===== src/rtl/pgwalk_pkg.sv =====
package pgwalk_pkg;

    typedef enum logic [2:0] {
        ST_IDLE,
        ST_READ_PDE,
        ST_CHECK_PDE,
        ST_READ_PTE,
        ST_CHECK_PTE,
        ST_UPDATE_AD,
        ST_DONE
    } walk_state_e;

    typedef enum logic [1:0] {
        FLT_NONE   = 2'd0,
        FLT_ABSENT = 2'd1,
        FLT_PROT   = 2'd2
    } fault_code_e;

    // Entry bit positions that the walker decodes
    localparam int BIT_VALID = 0;
    localparam int BIT_WRITE = 1;
    localparam int BIT_USER  = 2;
    localparam int BIT_ACC   = 5;
    localparam int BIT_DIRTY = 6;
    localparam int BIT_LARGE = 7;

endpackage


===== src/rtl/pgwalk_check.sv =====
module pgwalk_check
    import pgwalk_pkg::*;
(
    input  logic [2:0]  entry_lo,
    input  logic        is_write,
    input  logic        is_user,
    output fault_code_e code
);
    logic deny;

    always_comb begin
        deny = (is_write && !entry_lo[BIT_WRITE]) || (is_user && !entry_lo[BIT_USER]);
        if (!entry_lo[BIT_VALID]) begin
            code = FLT_ABSENT;
        end else if (deny) begin
            code = FLT_PROT;
        end else begin
            code = FLT_NONE;
        end
    end
endmodule


===== src/rtl/pgwalk_addr.sv =====
module pgwalk_addr #(
    parameter int OFS_W  = 12,
    parameter int IDX_W  = 10,
    parameter int ADDR_W = 32
) (
    input  logic [ADDR_W-OFS_W-1:0] base_hi,
    input  logic [ADDR_W-OFS_W-1:0] pde_hi,
    input  logic [ADDR_W-OFS_W-1:0] pte_hi,
    input  logic [ADDR_W-1:0]       va,
    output logic [ADDR_W-1:0]       pde_addr,
    output logic [ADDR_W-1:0]       pte_addr,
    output logic [ADDR_W-1:0]       pa_large,
    output logic [ADDR_W-1:0]       pa_small
);
    localparam int HI_W   = ADDR_W - OFS_W;
    localparam int ENT_SH = OFS_W - IDX_W;
    localparam int LG_W   = OFS_W + IDX_W;

    logic [IDX_W-1:0] idx_top;
    logic [IDX_W-1:0] idx_mid;

    assign idx_top  = va[ADDR_W-1 -: IDX_W];
    assign idx_mid  = va[LG_W-1 -: IDX_W];
    assign pde_addr = {base_hi, idx_top, {ENT_SH{1'b0}}};
    assign pte_addr = {pde_hi, idx_mid, {ENT_SH{1'b0}}};
    assign pa_large = {pde_hi[HI_W-1 -: (ADDR_W-LG_W)], va[LG_W-1:0]};
    assign pa_small = {pte_hi, va[OFS_W-1:0]};
endmodule


===== src/rtl/pgwalk_ad.sv =====
module pgwalk_ad
    import pgwalk_pkg::*;
#(
    parameter int W = 32
) (
    input  logic [W-1:0] leaf,
    input  logic         is_write,
    output logic [W-1:0] wb_data,
    output logic         need_wb
);
    always_comb begin
        wb_data = leaf;
        wb_data[BIT_ACC] = 1'b1;
        if (is_write) begin
            wb_data[BIT_DIRTY] = 1'b1;
        end
        need_wb = (wb_data != leaf);
    end
endmodule


===== src/rtl/pgwalk_top.sv =====
module pgwalk_top
    import pgwalk_pkg::*;
#(
    parameter  int OFS_W  = 12,
    parameter  int IDX_W  = 10,
    parameter  int ATTR_W = 9,
    localparam int ADDR_W = 2 * IDX_W + OFS_W
) (
    input  logic              clk,
    input  logic              rst_n,
    input  logic              req_valid,
    output logic              req_ready,
    input  logic [ADDR_W-1:0] req_va,
    input  logic              req_write,
    input  logic              req_user,
    input  logic [ADDR_W-1:0] dir_base,
    output logic              mem_rd,
    output logic              mem_wr,
    output logic [ADDR_W-1:0] mem_addr,
    output logic [ADDR_W-1:0] mem_wdata,
    input  logic              mem_rvalid,
    input  logic [ADDR_W-1:0] mem_rdata,
    output logic              rsp_valid,
    output logic [ADDR_W-1:0] rsp_pa,
    output logic [ATTR_W-1:0] rsp_attr,
    output logic              rsp_fault,
    output logic [1:0]        rsp_fault_code,
    output logic              rsp_fault_lvl
);
    localparam int HI_W  = ADDR_W - OFS_W;
    localparam int N_LVL = 2;

    walk_state_e state, state_nxt;

    logic [ADDR_W-1:0] va_q;
    logic              wr_q;
    logic              user_q;
    logic [HI_W-1:0]   base_q;
    logic [ADDR_W-1:0] pde_q;
    logic [ADDR_W-1:0] pte_q;
    logic [ADDR_W-1:0] leaf_q;
    logic [ADDR_W-1:0] leaf_addr_q;
    logic [ADDR_W-1:0] pa_q;
    fault_code_e       code_q;
    logic              lvl_q;

    logic [ADDR_W-1:0] pde_addr, pte_addr, pa_large, pa_small;
    logic [ADDR_W-1:0] wb_data;
    logic              need_wb;
    logic [2:0]        ent_lo   [N_LVL];
    fault_code_e       lvl_code [N_LVL];
    logic              unused_base_lo;

    assign unused_base_lo = ^dir_base[OFS_W-1:0];
    assign ent_lo[0] = pde_q[2:0];
    assign ent_lo[1] = pte_q[2:0];

    // One permission/presence checker per table level
    for (genvar g = 0; g < N_LVL; g++) begin : g_lvl
        pgwalk_check u_check (
            .entry_lo (ent_lo[g]),
            .is_write (wr_q),
            .is_user  (user_q),
            .code     (lvl_code[g])
        );
    end

    pgwalk_addr #(.OFS_W(OFS_W), .IDX_W(IDX_W), .ADDR_W(ADDR_W)) u_addr (
        .base_hi  (base_q),
        .pde_hi   (pde_q[ADDR_W-1:OFS_W]),
        .pte_hi   (pte_q[ADDR_W-1:OFS_W]),
        .va       (va_q),
        .pde_addr (pde_addr),
        .pte_addr (pte_addr),
        .pa_large (pa_large),
        .pa_small (pa_small)
    );

    pgwalk_ad #(.W(ADDR_W)) u_ad (
        .leaf     (leaf_q),
        .is_write (wr_q),
        .wb_data  (wb_data),
        .need_wb  (need_wb)
    );

    // State register
    always_ff @(posedge clk) begin
        if (!rst_n) begin
            state <= ST_IDLE;
        end else begin
            state <= state_nxt;
        end
    end

    // Next-state logic
    always_comb begin
        state_nxt = state;
        unique case (state)
            ST_IDLE:      if (req_valid) state_nxt = ST_READ_PDE;
            ST_READ_PDE:  if (mem_rvalid) state_nxt = ST_CHECK_PDE;
            ST_CHECK_PDE: begin
                if (lvl_code[0] != FLT_NONE) begin
                    state_nxt = ST_DONE;
                end else if (pde_q[BIT_LARGE]) begin
                    state_nxt = ST_UPDATE_AD;
                end else begin
                    state_nxt = ST_READ_PTE;
                end
            end
            ST_READ_PTE:  if (mem_rvalid) state_nxt = ST_CHECK_PTE;
            ST_CHECK_PTE: begin
                if (lvl_code[1] != FLT_NONE) begin
                    state_nxt = ST_DONE;
                end else begin
                    state_nxt = ST_UPDATE_AD;
                end
            end
            ST_UPDATE_AD: state_nxt = ST_DONE;
            ST_DONE:      state_nxt = ST_IDLE;
            default:      state_nxt = ST_IDLE;
        endcase
    end

    // Walk datapath registers
    always_ff @(posedge clk) begin
        if (!rst_n) begin
            va_q        <= '0;
            wr_q        <= 1'b0;
            user_q      <= 1'b0;
            base_q      <= '0;
            pde_q       <= '0;
            pte_q       <= '0;
            leaf_q      <= '0;
            leaf_addr_q <= '0;
            pa_q        <= '0;
            code_q      <= FLT_NONE;
            lvl_q       <= 1'b0;
        end else begin
            unique case (state)
                ST_IDLE: begin
                    if (req_valid) begin
                        va_q   <= req_va;
                        wr_q   <= req_write;
                        user_q <= req_user;
                        base_q <= dir_base[ADDR_W-1:OFS_W];
                        code_q <= FLT_NONE;
                        lvl_q  <= 1'b0;
                        leaf_q <= '0;
                        pa_q   <= '0;
                    end
                end
                ST_READ_PDE: begin
                    if (mem_rvalid) pde_q <= mem_rdata;
                end
                ST_CHECK_PDE: begin
                    if (lvl_code[0] != FLT_NONE) begin
                        code_q <= lvl_code[0];
                        lvl_q  <= 1'b0;
                    end else if (pde_q[BIT_LARGE]) begin
                        leaf_q      <= pde_q;
                        leaf_addr_q <= pde_addr;
                        pa_q        <= pa_large;
                    end
                end
                ST_READ_PTE: begin
                    if (mem_rvalid) pte_q <= mem_rdata;
                end
                ST_CHECK_PTE: begin
                    if (lvl_code[1] != FLT_NONE) begin
                        code_q <= lvl_code[1];
                        lvl_q  <= 1'b1;
                    end else begin
                        leaf_q      <= pte_q;
                        leaf_addr_q <= pte_addr;
                        pa_q        <= pa_small;
                    end
                end
                ST_UPDATE_AD: leaf_q <= wb_data;
                ST_DONE: ;
                default: ;
            endcase
        end
    end

    // Outputs
    always_comb begin
        req_ready      = 1'b0;
        mem_rd         = 1'b0;
        mem_wr         = 1'b0;
        mem_addr       = '0;
        mem_wdata      = wb_data;
        rsp_valid      = 1'b0;
        rsp_pa         = pa_q;
        rsp_attr       = leaf_q[ATTR_W-1:0];
        rsp_fault      = (code_q != FLT_NONE);
        rsp_fault_code = code_q;
        rsp_fault_lvl  = lvl_q;
        unique case (state)
            ST_IDLE:      req_ready = 1'b1;
            ST_READ_PDE:  begin mem_rd = 1'b1; mem_addr = pde_addr; end
            ST_READ_PTE:  begin mem_rd = 1'b1; mem_addr = pte_addr; end
            ST_UPDATE_AD: begin mem_wr = need_wb; mem_addr = leaf_addr_q; end
            ST_DONE:      rsp_valid = 1'b1;
            default: ;
        endcase
    end
endmodule


===== config.mk =====
export PLATFORM = sky130hd
export DESIGN_NAME = pgwalk_top
export DESIGN_NICKNAME = d
export VERILOG_FILES = /design/src/rtl/pgwalk_pkg.sv /design/src/rtl/pgwalk_check.sv /design/src/rtl/pgwalk_addr.sv /design/src/rtl/pgwalk_ad.sv /design/src/rtl/pgwalk_top.sv
export SDC_FILE = /design/constraint.sdc
export NUM_CORES = 1
export LEC_CHECK = 0
export BUFFER_PORTS_ARGS = -buffer_cell sky130_fd_sc_hd__buf_2
export CORE_MARGIN = 2
export CORE_UTILIZATION = 59
export DETAILED_ROUTE_END_ITERATION = 10
export GPL_ROUTABILITY_DRIVEN = 0
export PLACE_DENSITY = 0.85
export SETUP_SLACK_MARGIN = 0.15
export SLEW_MARGIN = 20
export SYNTH_ARGS = -nofsm -noshare
export SYNTH_HDL_FRONTEND = slang
export SYNTH_SLANG_ARGS = --single-unit

===== constraint.sdc =====
create_clock -name clk -period 2.92 [get_ports clk]
set_input_delay 0.876 -clock clk [delete_from_list [all_inputs] [get_ports clk]]
set_output_delay 0.876 -clock clk [all_outputs]
set_load 0.02 [all_outputs]

== Word level (Yosys, flattened, before mapping) ==
Index checks and enable logic that the tools add are counted.
Word-level totals
  bits of input ports: 102
  logic and storage cells: 94
  register bits: 220
  output and inout port bits: 113
Cells by class
  bitwise operators: 1
  equality and inequality tests: 15
  multiplexer cells: 38
  reduce and logical (&&, ||, !) cells: 27
Operators by type and width (count)
  $mux 32: 10
  $pmux 32 s3: 2
  $pmux 32 s4: 1
  $pmux 32 s2: 1
  $pmux 3 s6: 1
  $mux 2: 8
  $ne 2x2->1 const B: 8
  $mux 3: 5
  $reduce_and 5->1: 2
  $eq 3x3->1 const B: 3
  $mux 1: 8
  $reduce_and 4->1: 2
  $reduce_bool 2->1: 4
  $eq 3x2->1 const B: 2
  $pmux 2 s3: 1
  $reduce_and 2->1: 3
  $reduce_and 6->1: 1
  $logic_and 1x1->1: 4
  $logic_not 1->1: 4
  $reduce_bool 4->1: 1
  $eq 3x1->1 const B: 1
  $logic_not 3->1: 1
  $pmux 1 s3: 1
  $reduce_and 3->1: 1
  5 further kinds: 6

== Logic depth before layout (Yosys ltp) ==
  depth in word-level cells: 8
  depth in mapped cells: 8
  depth with buffers taken out: 4

== Hierarchy ==
Synthesis repeated with hierarchy kept, for this count alone.
Second synthesis, totals
  cell total of the unflattened synthesis: 1475
  area total of the unflattened synthesis: 12017.8 sq um
Modules (own cells, without submodules)
  pgwalk_top: cells each 1303, sequential area each 4404.2 sq um, instances 1, area an instance 10751.6 sq um
  pgwalk_addr: cells each 129, sequential area each 0.0 sq um, instances 1, area an instance 964.7 sq um
  pgwalk_ad: cells each 35, sequential area each 0.0 sq um, instances 1, area an instance 251.5 sq um
  pgwalk_check: cells each 4, sequential area each 0.0 sq um, instances 2, area an instance 25.0 sq um

== Worst setup path before layout ==
Ideal clock, no wire load.
  kind: flip-flop to output port
  start: register state[0]
  end: output port mem_wr
  arrival: 1517 ps
  path buffers: 2
  slack: 527 ps
  cell stages (with the launch flop): 5
  required time: 2044 ps
  path through: dfxtp_1 > inv_1 > clkbuf_1 > buf_1 > a211oi_1
Between the ends
  word-level cells in the longest chain between the ends: 2
Ends and longest elaborated chain
  start: declaration: line pgwalk_top.sv:33  | walk_state_e state, state_nxt;
  start signal: assignment: line pgwalk_top.sv:91  | state <= state_nxt;
  $eq 3x3->1: line pgwalk_top.sv:198  | unique case (state)
  $mux 1: line pgwalk_top.sv:198
  end: declaration: line pgwalk_top.sv:18  | output logic mem_wr,
Every way passes these cells.

== Worst setup path in the final report ==
  start: register state[2]
  end: output port mem_addr[21]
Between the ends
  word-level cells in the longest chain between the ends: 2
  elaborated cells on any way between the ends: 4
  those cells by class: 3 x eq/ne; 1 x mux
Ends and longest elaborated chain
  $eq 3x3->1, or another cell as far along: line pgwalk_top.sv:198
  $pmux 32 s3 *: line pgwalk_top.sv:198
  end: declaration: line pgwalk_top.sv:19  | output logic [ADDR_W-1:0] mem_addr,
Every way passes the cells marked *; elsewhere a longest branch is shown, timed or not.

==> results.cfg <==
[outcome]
status = complete, no violations

[routing]
via_per_inst = 5.781
vias = 9330
drcViolationCount = 0
totalWireLength_um = 27390
wl_per_cell_um = 16.97
first_iter_violations = 741
ant_nets = 0
first_pass_iters = 5

[grt]
antenna_found_initial = 1
grt_max_degree = 84
grtUsageTotal_pct = 28.98
overflow = 0
grt_pass1_wl_um = 42420
grt_pass1_vias = 8518

[final_layout]
syn_to_final_growth_pct = 17.67
layout_common_cells = nand2_1, dfxtp_1, buf_2
finalNetCount = 1479
final_common_cell = nand2_1
layout-drive-gt1-share_pct = 22.65
stdcell_count = 1614

[worst_setup_path]
critical_path_arrival_ns = 1.84
crit_path_end_kind = primary output
cp_max_fo = 36
critical_path.top_delay_family = flip-flops
ff2ff_setup_slack_ns = 0.71
critPathRequiredTime_ns = 2.04
r2r_start = state[1]
cp_slowest_stage_delay_ns = 0.53
critPathSlowestCell = dfxtp_4
setup.worst_path.start_class = flop
critPathKind = flop to primary output
cp_cell_sequence = buf_12 -> nand2_1 -> o22a_1 -> nor2_1 -> buf_2
r2r_cells = 6
path_buf_inv = 2
r2r_end = leaf_addr_q[19]

[die]
start_util_pct = 60.40
die_w_um = 134.5
core_um2 = 16640
die_area_um2 = 18100
pin_count = 215
die_y_um = 134.5
rows = 47

[logic_synthesis]
synth_warnings = 0
async_flop_share_pct = 0
avgSynthCellArea_um2 = 8.146
ys_ff_latch = 218
synth_edf_count = 0
synth_seq_area_share_pct = 43.42
netlist_area_um2 = 10050
synthDistinctLibCells = 52
yosys_most_used_dff = dfxtp_1
syn_inst = 1234

[hold_path]
hold_end = rsp_pa[11]
min-delay-start = va_q[11]
holdPathStages = 2
min_path_type = flop to flop

[sta]
fin_skew_ns = 0.01088
worstMarginPinSlew_ns = 0.8564
fin_ws_ns = 0.2045
final.period_utilization_pct = 93.00
totalNegativeSetupSlack_ns = 0
hold_violations = 0
drv_slew = 0
relSlewSlack_pct = 42.91
setup_viol = 0
period_minus_slack_ns = 2.716
rsz0062_at_grt = yes
max_freq_mhz = 368.3

[power]
p_sw_share_pct = 27.63
leakagePower_nw = 4.876
powerDensity_nw_per_um2 = 591.5
combPwrFrac_pct = 15.2
totalPowerFinal_mw = 6.997
pwr-share-clk_pct = 39.3
internal_power_mw = 5.063
peakVddDrop_mv = 0.5062
pwr-share-seq_pct = 45.5
power_switching_mw = 1.933

[clock_tree]
cts_sinks = 218
hold_buffers = 0
numCtsBuffers = 23
clk_path_buf_depth = 3
clock_latency_ns = 0.50
htree_levels = 1
path_clk_slew_ns = 0.06
tritoncts = yes
cts-root-buf = clkbuf_16

[flow_run]
drv_cap = 0

[placement]
dp_cells = 1570
io_buffers = 199
dp_hpwl_um = 18250
place_ws_ns = 0.5862
worst min-delay path: cells and delay by family (launching register included):
family	cells	cell delay (ns)
flops	1	0.31
simple gates	1	0.05
mux	1	0.05
how the worst max path moves through the flow:
| stage | cells past startpoint | start | end |
|---|---|---|---|
| 2_1_floorplan | 4 | state[0] | mem_wr |
| 3_3_place_gp | 5 | state[2] | mem_addr[28] |
| 3_5_place_dp | 6 | state[1] | leaf_q[31] |
| 4_1_cts | 5 | state[1] | mem_addr[21] |
| 5_1_grt | 5 | state[2] | mem_addr[14] |
| 6_report | 5 | state[2] | mem_addr[21] |
power by group through the flow:
stage | sequential, mW | clock (mW) | combinational (mW)
2_1_floorplan | 3.22 | 0 | 0.757
3_3_place_gp | 3.24 | 0 | 1.03
3_5_place_dp | 3.25 | 0 | 1.04
4_1_cts | 3.18 | 2.77 | 1.06
5_1_grt | 3.19 | 2.88 | 1.15
6_report | 3.18 | 2.75 | 1.07
flip-flops by register name, summed over array words and instances, names as in the netlist:
signal	count
leaf_q	32
rsp_pa	32
pte_q	32
user_q	1
rsp_fault_code	2
wr_q	1
pde_q	32
leaf_addr_q	30
state	3
base_q	20
va_q	32
rsp_fault_lvl	1
cells by family after synthesis:
group,after synthesis,synth area share [%]
AOI/OAI and AO/OA,249,16.53
buffers and inverters,122,6.223
and+or+nand+nor,512,20.34
DFF,218,43.42
muxes,131,13.42
other,2,0.07471
final cells by class:
cell class / count / area (um2)
antenna: 3 / 7.507
clock buffer: 32 / 659.4
clock inverter: 7 / 40.04
fill: 1290 / 4813
inverter: 7 / 28.78
multi-input combinational: 895 / 5096
sequential: 218 / 4372
tap: 220 / 275.3
timing repair buffer: 232 / 1350
Yosys cell counts (all sizes together) (2+ instances only):
library cell / number / share of area [%]
a211oi: 3 / 0.22
a21oi: 126 / 6.3
a22o: 32 / 2.8
a311oi: 3 / 0.26
a31oi: 3 / 0.19
a32oi: 2 / 0.17
and2b: 2 / 0.15
and3: 2 / 0.12
buf: 56 / 3.8
clkbuf: 59 / 2.2
conb: 2 / 0.075
dfxtp: 218 / 43
inv: 7 / 0.26
mux2: 30 / 3.4
mux2i: 101 / 10
nand2: 436 / 16
nand2b: 6 / 0.37
nand3: 2 / 0.15
nand4: 11 / 0.68
nor2: 37 / 1.4
nor2b: 6 / 0.37
nor3: 2 / 0.10
o21ai: 4 / 0.20
o22a: 30 / 2.6
o22ai: 22 / 1.4
o2bb2ai: 7 / 0.61
o311ai: 2 / 0.35
o31a: 2 / 0.17
o31ai: 5 / 0.51
o41ai: 2 / 0.17
or2: 2 / 0.12
repair_timing:
action / 4_1_cts / 5_1_grt
pin swaps: 0 / 0
buffers inserted: 1 / 1
endpoints found under the setup margin: 30 / 6
resized for setup: 1 / 1
routing by layer:
layer  global-route usage (%)  vias up  share of wire, %
met4                    9.942        0               2.3
met3                    3.754       49               7.3
met5                        0        -                 0
met1                    39.51     4465                43
li1                         -     4459                 -
met2                    47.70      357                47
per-stage QoR:
| stage | hold WS (ns) | cell area, um2 | util (%) |
|---|---|---|---|
| detailed placement | 0.4440 | 11100 | 66.70 |
| floorplan | 0.4338 | 10060 | - |
| global route | 0.4712 | 11820 | 71.05 |
| finish | 0.4516 | 11830 | 71.08 |
| global placement | 0.4410 | 11100 | 66.70 |
| CTS | 0.4526 | 11810 | 70.96 |
(Power assumes the default switching activity.)
